File: config.mk
export PLATFORM = sky130hd
export DESIGN_NAME = sar_seq
export DESIGN_NICKNAME = d
export VERILOG_FILES = /design/src/rtl/sar_pkg.sv /design/src/rtl/sar_trig_detect.sv /design/src/rtl/sar_step_ctrl.sv /design/src/rtl/sar_approx_reg.sv /design/src/rtl/sar_seq.sv
export SDC_FILE = /design/constraint.sdc
export NUM_CORES = 1
export LEC_CHECK = 0
export ABC_CLOCK_PERIOD_IN_PS = 2200
export BUFFER_PORTS_ARGS = -buffer_cell sky130_fd_sc_hd__buf_2
export CORE_AREA = 8 8 98 100
export DETAILED_ROUTE_END_ITERATION = 16
export DIE_AREA = 0 0 106 108
export GPL_TIMING_DRIVEN = 0
export PLACE_DENSITY = 0.47
export SETUP_SLACK_MARGIN = 0.3
export SYNTH_ARGS = -nofsm -noshare
export SYNTH_HDL_FRONTEND = slang
export SYNTH_SLANG_ARGS = --single-unit
File: constraint.sdc
create_clock -name clk -period 2.2 [get_ports clk]
set_input_delay 0.11 -clock clk [delete_from_list [all_inputs] [get_ports clk]]
set_output_delay 0.11 -clock clk [all_outputs]
set_load 0.02 [all_outputs]
File: src/rtl/sar_pkg.sv
package sar_pkg;
    parameter int RES_W      = 10;
    parameter int HI_W       = 2;
    parameter int CH_W       = 3;
    parameter int SAMPLE_CYC = 16;
    parameter int SYNC_STG   = 2;
    // setup + two cycles per bit + finish
    localparam int TOTAL_CYC = SAMPLE_CYC + 2 * RES_W + 2;
    localparam int CNT_W     = $clog2(TOTAL_CYC);
    localparam int LO_W      = RES_W - HI_W;
    typedef logic [RES_W-1:0] code_t;
endpackage

File: src/rtl/sar_trig_detect.sv
module sar_trig_detect #(
    parameter int STAGES = sar_pkg::SYNC_STG
) (
    input  logic clk,
    input  logic rst_n,
    input  logic trig_i,
    output logic rise_o
);
    typedef struct packed {
        logic [STAGES-1:0] sync;
        logic              prev;
    } trig_st_t;

    trig_st_t st_d, st_q;

    always_comb begin
        st_d      = st_q;
        st_d.sync = {st_q.sync[STAGES-2:0], trig_i};
        st_d.prev = st_q.sync[STAGES-1];
    end

    always_ff @(posedge clk or negedge rst_n) begin
        if (!rst_n) st_q <= '0;
        else        st_q <= st_d;
    end

    assign rise_o = st_q.sync[STAGES-1] & ~st_q.prev;

    // one trigger edge gives a single-cycle pulse
    p_single_pulse_r6: assert property (@(posedge clk) disable iff (!rst_n)
        rise_o |=> !rise_o);
endmodule

File: src/rtl/sar_step_ctrl.sv
module sar_step_ctrl
    import sar_pkg::*;
(
    input  logic clk,
    input  logic rst_n,
    input  logic start_i,
    output logic accept_o,
    output logic busy_o,
    output logic sample_o,
    output logic init_o,
    output logic decide_o,
    output logic done_o
);
    typedef struct packed {
        logic             busy;
        logic [CNT_W-1:0] cnt;
    } ctl_st_t;

    localparam logic [CNT_W-1:0] SAMP_END = CNT_W'(SAMPLE_CYC);
    localparam logic [CNT_W-1:0] LAST_CNT = CNT_W'(TOTAL_CYC - 1);

    ctl_st_t          st_d, st_q;
    logic [CNT_W-1:0] rel;

    assign accept_o = start_i & ~st_q.busy;

    always_comb begin
        st_d = st_q;
        if (accept_o) begin
            st_d.busy = 1'b1;
            st_d.cnt  = '0;
        end else if (st_q.busy) begin
            if (st_q.cnt == LAST_CNT) begin
                st_d.busy = 1'b0;
                st_d.cnt  = '0;
            end else begin
                st_d.cnt = st_q.cnt + 1'b1;
            end
        end
    end

    always_ff @(posedge clk or negedge rst_n) begin
        if (!rst_n) st_q <= '0;
        else        st_q <= st_d;
    end

    assign rel      = st_q.cnt - SAMP_END;
    assign busy_o   = st_q.busy;
    assign sample_o = st_q.busy & (st_q.cnt < SAMP_END);
    assign init_o   = st_q.busy & (st_q.cnt == SAMP_END);
    assign decide_o = st_q.busy & (st_q.cnt > SAMP_END) & (st_q.cnt < LAST_CNT) & ~rel[0];
    assign done_o   = st_q.busy & (st_q.cnt == LAST_CNT);

    // a running conversion advances one step per cycle whatever the start input does
    p_ignore_busy_r8: assert property (@(posedge clk) disable iff (!rst_n)
        (busy_o && !done_o) |=> (busy_o && st_q.cnt == $past(st_q.cnt) + 1'b1));
    // the finish step is the last busy cycle
    p_len_end_r3: assert property (@(posedge clk) disable iff (!rst_n)
        done_o |=> !busy_o);
    // sampling opens the conversion
    p_sample_first_r2: assert property (@(posedge clk) disable iff (!rst_n)
        $rose(busy_o) |-> sample_o);
endmodule

File: src/rtl/sar_approx_reg.sv
module sar_approx_reg
    import sar_pkg::*;
(
    input  logic  clk,
    input  logic  rst_n,
    input  logic  clear_i,
    input  logic  init_i,
    input  logic  decide_i,
    input  logic  cmp_i,
    output code_t trial_o,
    output code_t result_o
);
    typedef struct packed {
        code_t trial;
        code_t ptr;
        code_t result;
    } sar_st_t;

    sar_st_t st_d, st_q;

    always_comb begin
        st_d = st_q;
        if (clear_i) begin
            st_d = '0;
        end else if (init_i) begin
            st_d.ptr   = code_t'(1) << (RES_W - 1);
            st_d.trial = code_t'(1) << (RES_W - 1);
        end else if (decide_i) begin
            st_d.result = cmp_i ? (st_q.result | st_q.ptr) : (st_q.result & ~st_q.ptr);
            st_d.trial  = (cmp_i ? st_q.trial : (st_q.trial & ~st_q.ptr)) | (st_q.ptr >> 1);
            st_d.ptr    = st_q.ptr >> 1;
        end
    end

    always_ff @(posedge clk or negedge rst_n) begin
        if (!rst_n) st_q <= '0;
        else        st_q <= st_d;
    end

    assign trial_o  = st_q.trial;
    assign result_o = st_q.result;

    // exactly one bit is under test at a time
    p_ptr_onehot_r4: assert property (@(posedge clk) disable iff (!rst_n)
        $onehot0(st_q.ptr));
    // the result moves only on a decision or a new start
    p_result_hold_r5: assert property (@(posedge clk) disable iff (!rst_n)
        (!decide_i && !clear_i) |=> $stable(st_q.result));
endmodule

File: src/rtl/sar_seq.sv
module sar_seq
    import sar_pkg::*;
(
    input  logic             clk,
    input  logic             rst_n,
    input  logic [CH_W-1:0]  chan_sel_i,
    input  logic             sw_start_i,
    input  logic             cont_en_i,
    input  logic             trig_i,
    input  logic             irq_en_i,
    input  logic             irq_clr_i,
    input  logic             cmp_i,
    output logic [RES_W-1:0] dac_code_o,
    output logic             sample_o,
    output logic [CH_W-1:0]  chan_o,
    output logic             busy_o,
    output logic             irq_flag_o,
    output logic             irq_o,
    output logic [HI_W-1:0]  res_hi_o,
    output logic [LO_W-1:0]  res_lo_o
);
    typedef struct packed {
        logic            flag;
        logic [CH_W-1:0] chan;
    } top_st_t;

    top_st_t st_d, st_q;
    logic    trig_rise, start_req, accept, init, decide, done;
    code_t   result;

    sar_trig_detect #(.STAGES(SYNC_STG)) u_trig (
        .clk    (clk),
        .rst_n  (rst_n),
        .trig_i (trig_i),
        .rise_o (trig_rise)
    );

    assign start_req = cont_en_i ? trig_rise : sw_start_i;

    sar_step_ctrl u_ctrl (
        .clk      (clk),
        .rst_n    (rst_n),
        .start_i  (start_req),
        .accept_o (accept),
        .busy_o   (busy_o),
        .sample_o (sample_o),
        .init_o   (init),
        .decide_o (decide),
        .done_o   (done)
    );

    sar_approx_reg u_sar (
        .clk      (clk),
        .rst_n    (rst_n),
        .clear_i  (accept),
        .init_i   (init),
        .decide_i (decide),
        .cmp_i    (cmp_i),
        .trial_o  (dac_code_o),
        .result_o (result)
    );

    always_comb begin
        st_d = st_q;
        if (accept)         st_d.chan = chan_sel_i;
        if (done)           st_d.flag = 1'b1;
        else if (irq_clr_i) st_d.flag = 1'b0;
    end

    always_ff @(posedge clk or negedge rst_n) begin
        if (!rst_n) st_q <= '0;
        else        st_q <= st_d;
    end

    assign chan_o     = st_q.chan;
    assign irq_flag_o = st_q.flag;
    assign irq_o      = st_q.flag & irq_en_i;
    assign res_hi_o   = result[RES_W-1 -: HI_W];
    assign res_lo_o   = result[LO_W-1:0];

    // busy falls on the edge that raises the flag
    p_done_flag_r3: assert property (@(posedge clk) disable iff (!rst_n)
        $fell(busy_o) |-> irq_flag_o);
    // the flag holds until cleared
    p_flag_hold_r9: assert property (@(posedge clk) disable iff (!rst_n)
        (irq_flag_o && !irq_clr_i) |=> irq_flag_o);
    // with triggering off and no software start, an idle block stays idle
    p_trig_ignored_r7: assert property (@(posedge clk) disable iff (!rst_n)
        (!cont_en_i && !sw_start_i && !busy_o) |=> !busy_o);
endmodule

* Word-level counts from Yosys, hierarchy flattened
Cells that the tools add are included. W data, S select, Z words.
Word-level totals: output and inout port bits 27, register bits after elaboration 44, input port bits 11
Cells by class: mux-type cells 13, add/sub/neg operators 2, eq/ne operators 3, $lt $le $gt $ge 3, bitwise logic cells 17, reduce and logical (&&, ||, !) cells 5
Operators with widths (number):
- $mux W30 | 2
- $mux W10 | 3
- $and A10 B10 Y10 | 2
- $mux W20 | 1
- $mux W7 | 2
- $not A10 Y10 | 1
- $or A10 B10 Y10 | 1
- $or A10 B9 Y10 | 1
- $and A1 B1 Y1 | 9
- $add A6 B1 Y6 const B | 1
- $eq A6 B5 Y1 const B | 1
- $eq A6 B6 Y1 const B | 1
- $gt A6 B5 Y1 const B | 1
- $lt A6 B5 Y1 const B | 1
- $lt A6 B6 Y1 const B | 1
- $mux W6 | 1
- $reduce_bool A2 Y1 | 3
- $mux W1 | 4
- $not A1 Y1 | 3
- $reduce_bool A3 Y1 | 1
- $ne A2 B1 Y1 const B | 1
- $reduce_and A2 Y1 | 1
- $sub A1 B1 Y1 const B | 1

* Logic depth before layout (Yosys ltp)
word-level depth 7, mapped depth 8, depth with buffers taken out 6

* By module
A second synthesis with hierarchy kept.
Second synthesis, totals: cells, all modules 212, area total of the unflattened synthesis 2250.9 um^2
By module, submodules not included:
- sar_approx_reg | area each 1511.4 um^2, cells each 143, sequential area each 750.7 um^2, times used 1
- sar_step_ctrl | area each 488.0 um^2, cells each 54, sequential area each 175.2 um^2, times used 1
- sar_seq | area each 162.7 um^2, cells each 11, sequential area each 100.1 um^2, times used 1
- sar_trig_detect | area each 88.8 um^2, cells each 4, sequential area each 75.1 um^2, times used 1

* Worst setup path after synthesis
Ideal clock, no wire load.
path kind flip-flop to flip-flop, start point register u_ctrl.st_q[0] in the netlist's numbering, end point register u_sar.st_q (netlist bit u_sar.result_o[9]), arrival time 1.686 ns, setup slack 0.380 ns, library setup time 0.133 ns, period minus slack after synthesis 1.820 ns, stages on the path, launching flop included 9, path buffers 2, cells stage by stage dfrtp_1 inv_1 ha_1 and4bb_1 o21ba_2 buf_6 buf_6 o311ai_2 o31ai_1
On the way: longest elaborated chain between the ends 6, elaborated cells on any way between the ends 12, those cells by class add/sub (1); order compare (2); eq/ne (2); bitwise (5); reduce/logical (2)
RTL lines:
- from (decl) | RTL line sar_step_ctrl.sv:22 | ctl_st_t st_d, st_q;
- from (signal assigned) | RTL line sar_step_ctrl.sv:44 | else st_q <= st_d;
- $gt A6 B5 Y1 | RTL line sar_step_ctrl.sv:51 | assign decide_o = st_q.busy & (st_q.cnt > SAMP_END) & (st_q.cnt < LAST_CNT) & ~rel[0];
- $and A1 B1 Y1 (3 in a row) | RTL line sar_step_ctrl.sv:51
- $reduce_bool A2 Y1 (no source line)
- $reduce_and A2 Y1 (no source line) (*)
- to (signal assigned) | RTL line sar_approx_reg.sv:37 | else st_q <= st_d;
- to (decl) | RTL line sar_approx_reg.sv:19 | sar_st_t st_d, st_q;
Every way passes the cells marked *; elsewhere a longest branch is shown, timed or not. A chain may end at the register's enable or synchronous reset.

* Worst setup path in the final report
start point register u_ctrl.st_q[1] in the netlist's numbering, end point register u_sar.st_q (netlist bit u_sar.trial_o[0])
On the way: longest elaborated chain between the ends 5, elaborated cells on any way between the ends 10, those cells by class order compare (2); eq/ne (1); mux (2); bitwise (4); reduce/logical (1)
RTL lines (RTL line):
- $gt A6 B5 Y1 | sar_step_ctrl.sv:51
- $and A1 B1 Y1 (3 in a row) | sar_step_ctrl.sv:51
- $reduce_bool A3 Y1 (no source line)
Parallel ways exist; a longest one is shown, timed or not.

==> results.cfg <==
[status]
outcome = finished, violations left
violations = hold timing

[power_and_ir_drop]
powerDensity_nw_per_um2 = 704
leakage_nw = 1.33
finalPower_mw = 2.03
ir_drop_mv = 0.419

[worst_setup_path]
cp-end-kind = flip-flop
crit_path_max_incr_delay_ns = 0.38
path_cells = inv_1, ha_1, and4bb_2, nor3b_4, a211oi_4, buf_4, a221o_2
start_kind = flip-flop
cp_slowest_cell = dfrtp_1
arrival_ns = 2.02
crit_type = reg -> reg
required_ns = 2.37
cp_max_fo = 4

[routing]
route.detailed.drc = 0
ant_nets = 0
routedWlPerCell_um = 15.2
viasPerCell = 4.81
firstDrtPassIters = 4
totalWireLength_um = 5830
drtIter0Drc = 77
num_vias = 1843

[timing]
hold_ws_ns = -0.0308
timing.final.max_slew_violations = 0
fmax_mhz = 541
worst_pin_slew_ns = 1.02
timing.final.crit_period_ns = 1.85
finalClockSkew_ns = 0.0135
rsz0062_at_grt = yes
fin_ws_ns = 0.350
slew_headroom_pct = 32.0
final.period_utilization_pct = 84.1
finalSetupViolCount = 0
finalHoldViolCount = 24
tns_ns = 0

[grt]
grt_overflow = 0
grt_pass1_wl_um = 9420
grt.total_usage_pct = 10.4
antenna_found_initial = 0
grt_max_degree = 45
grt_pass1_vias = 1873

[clock_network]
numCtsBuffers = 5
clk_pin_slew_ns = 0.08
cts_tree = done
cts_root_buf = clkbuf_8
cts_htree_levels = 2
clock-sinks = 44
cts_buffer_depth = 2
insertion_delay_ns = 0.30

[die]
pin_count = 38
initial_utilization_pct = 29.2
die_area_um2 = 11400
rows = 33
fp.coreArea_um2 = 8050
die_h_um = 108
fp.dieW_um = 106

[run]
cap_violations = 0

[synth]
synth_cell_type_count = 41
synthCells = 223
ys.flop_type = dfrtp_1
syn-num-nets = 237
post-synth-top-count-cell = dfrtp_1
synth_top_cell_area_share_pct = 46.8
synth_top_cell_by_area = dfrtp_1
ys_seq_area_share_pct = 46.8
netlist_area_um2 = 2350
synth_area_leaders = dfrtp_1 47%, buf_4 6.4%, a221o_2 3.8%, nand2_1 3.8%, a22o_1 3.7%
yosysWarnings = 0
synth_commonest_cells = 44 x dfrtp_1, 24 x nand2_1, 20 x buf_4
async_flop_share_pct = 100
synth-seq-cells = 44
synth_edf_count = 0
syn_area_per_cell_um2 = 10.5

[final_layout]
nFillCells = 838
area_growth_pct = 22.8
multi_input_area_um2 = 960
drive_gt1_share_pct = 40.6
num_antenna_cells = 0
regArea_um2 = 1100
nets = 291

[worst_hold_path]
hold_path_class = in -> async

[placement]
place_ws_ns = 0.0843
portBuffers = 36
place.gp.congestion = 0.774
dp.final_hpwl_um = 3850
==> per-layer routing <==
| layer | routed length [um] | GRT usage (%) |
|---|---|---|
| met1 | 2770 | 13.1 |
| met2 | 2730 | 16.9 |
| met3 | 287 | 2.97 |
| met4 | 39 | 3.12 |
| met5 | 0 | 0 |
==> state kept, by name (all words and copies together), names as in the netlist <==
signal	flops
u_sar.result_o	10
u_sar.st_q	10
u_sar.trial_o	10
u_ctrl.st_q	6
chan_o	3
u_trig.st_d	2
irq_flag_o	1
u_ctrl.busy_o	1
u_trig.st_q	1
==> through the flow <==
stage | hold slack [ns] | area (um2) | utilization [%] | std cells
4_1_cts | 0.0387 | 2840 | 35.2 | 380
3_3_place_gp | 0.217 | 2660 | 33.1 | 364
3_5_place_dp | 0.222 | 2660 | 33.1 | 364
6_report | -0.0308 | 2890 | 35.9 | 383
2_1_floorplan | -0.186 | 2350 | - | 223
5_1_grt | 0.0354 | 2890 | 35.9 | 383
==> layout by cell type, fill, tap and decap left out, types with 2 or more instances in the layout <==
master / instances
buf_4: 30
clkbuf_8: 6
a221o_2: 8
nor3_1: 9
inv_1: 16
a31o_2: 5
mux2_2: 3
nand4_1: 2
a31oi_1: 2
clkbuf_2: 2
a211oi_1: 9
nand3_1: 4
nor3b_4: 2
buf_2: 38
mux2i_1: 3
clkbuf_1: 4
clkinv_2: 2
dlygate4sd3_1: 2
buf_6: 4
ha_1: 3
dfrtp_1: 43
a22o_1: 10
a21oi_1: 5
buf_8: 2
nand2b_1: 2
a31o_1: 5
o21ai_0: 11
nand2_1: 24
nor2b_1: 2
==> worst paths after layout <==
| path | endpoint | depth (start not counted) | startpoint | slack [ns] |
|---|---|---|---|---|
| worst max register to register | u_sar.trial_o[0] | 7 | u_ctrl.st_q[1] | 0.35 |
| min in group clk | chan_o[2] | 2 | chan_sel_i[2] | 0.05 |
| worst min register to register | u_trig.st_d[0] | 0 | u_trig.st_d[2] | 0.36 |
| max in group asynchronous | u_ctrl.st_q[0] | 1 | rst_n | 1.51 |
| worst min-delay path | u_sar.trial_o[2] | 1 | rst_n | -0.03 |
| worst max-delay path | u_sar.trial_o[0] | 7 | u_ctrl.st_q[1] | 0.35 |
==> critical path, delay by kind of cell, from the launching register on <==
kind / cells / cell delay, ns
and+or+nand+nor: 2 / 0.54
buffers and inverters: 2 / 0.23
DFF: 1 / 0.38
adders and majority gates: 1 / 0.16
AOI/OAI and AO/OA: 2 / 0.42
==> area by class of cell <==
| cell class | count | area share, % |
|---|---|---|
| Multi-Input combinational cell | 127 | 33.2 |
| Sequential cell | 44 | 38.2 |
| Tap cell | 105 | 4.55 |
| Timing Repair Buffer | 47 | 9.27 |
| Inverter | 16 | 2.08 |
| Clock buffer | 6 | 2.86 |
| Buffer | 36 | 9.53 |
| Clock inverter | 2 | 0.346 |
==> timing repair <==
action | 4_1_cts | 5_1_grt
endpoints found under the setup margin | 31 | 19
hold endpoints to repair | 2 | 0
hold buffers | 2 | 0
buffers inserted | 6 | 3
pin swaps | 1 | 3
gates resized for setup | 5 | 9
==> power breakdown <==
part / switching, mW / total, mW / leakage [nW] / internal [mW]
Sequential: 0.0492 / 0.941 / 0.583 / 0.892
Clock: 0.279 / 0.530 / 0.0510 / 0.251
Combinational: 0.299 / 0.564 / 0.693 / 0.265
Total: 0.627 / 2.03 / 1.33 / 1.41
==> cell families after synthesis <==
logic type | after synthesis | share of synthesized area [%]
AO/OA/AOI/OAI | 65 | 22.6
XOR/XNOR | 1 | 0.372
adder cells (fa/ha/maj) | 3 | 1.60
buffers and inverters | 52 | 13.6
flip-flops | 44 | 46.8
multiplexers | 6 | 2.71
AND/OR/NAND/NOR | 52 | 12.3
Power figures use the tool's default switching activity.
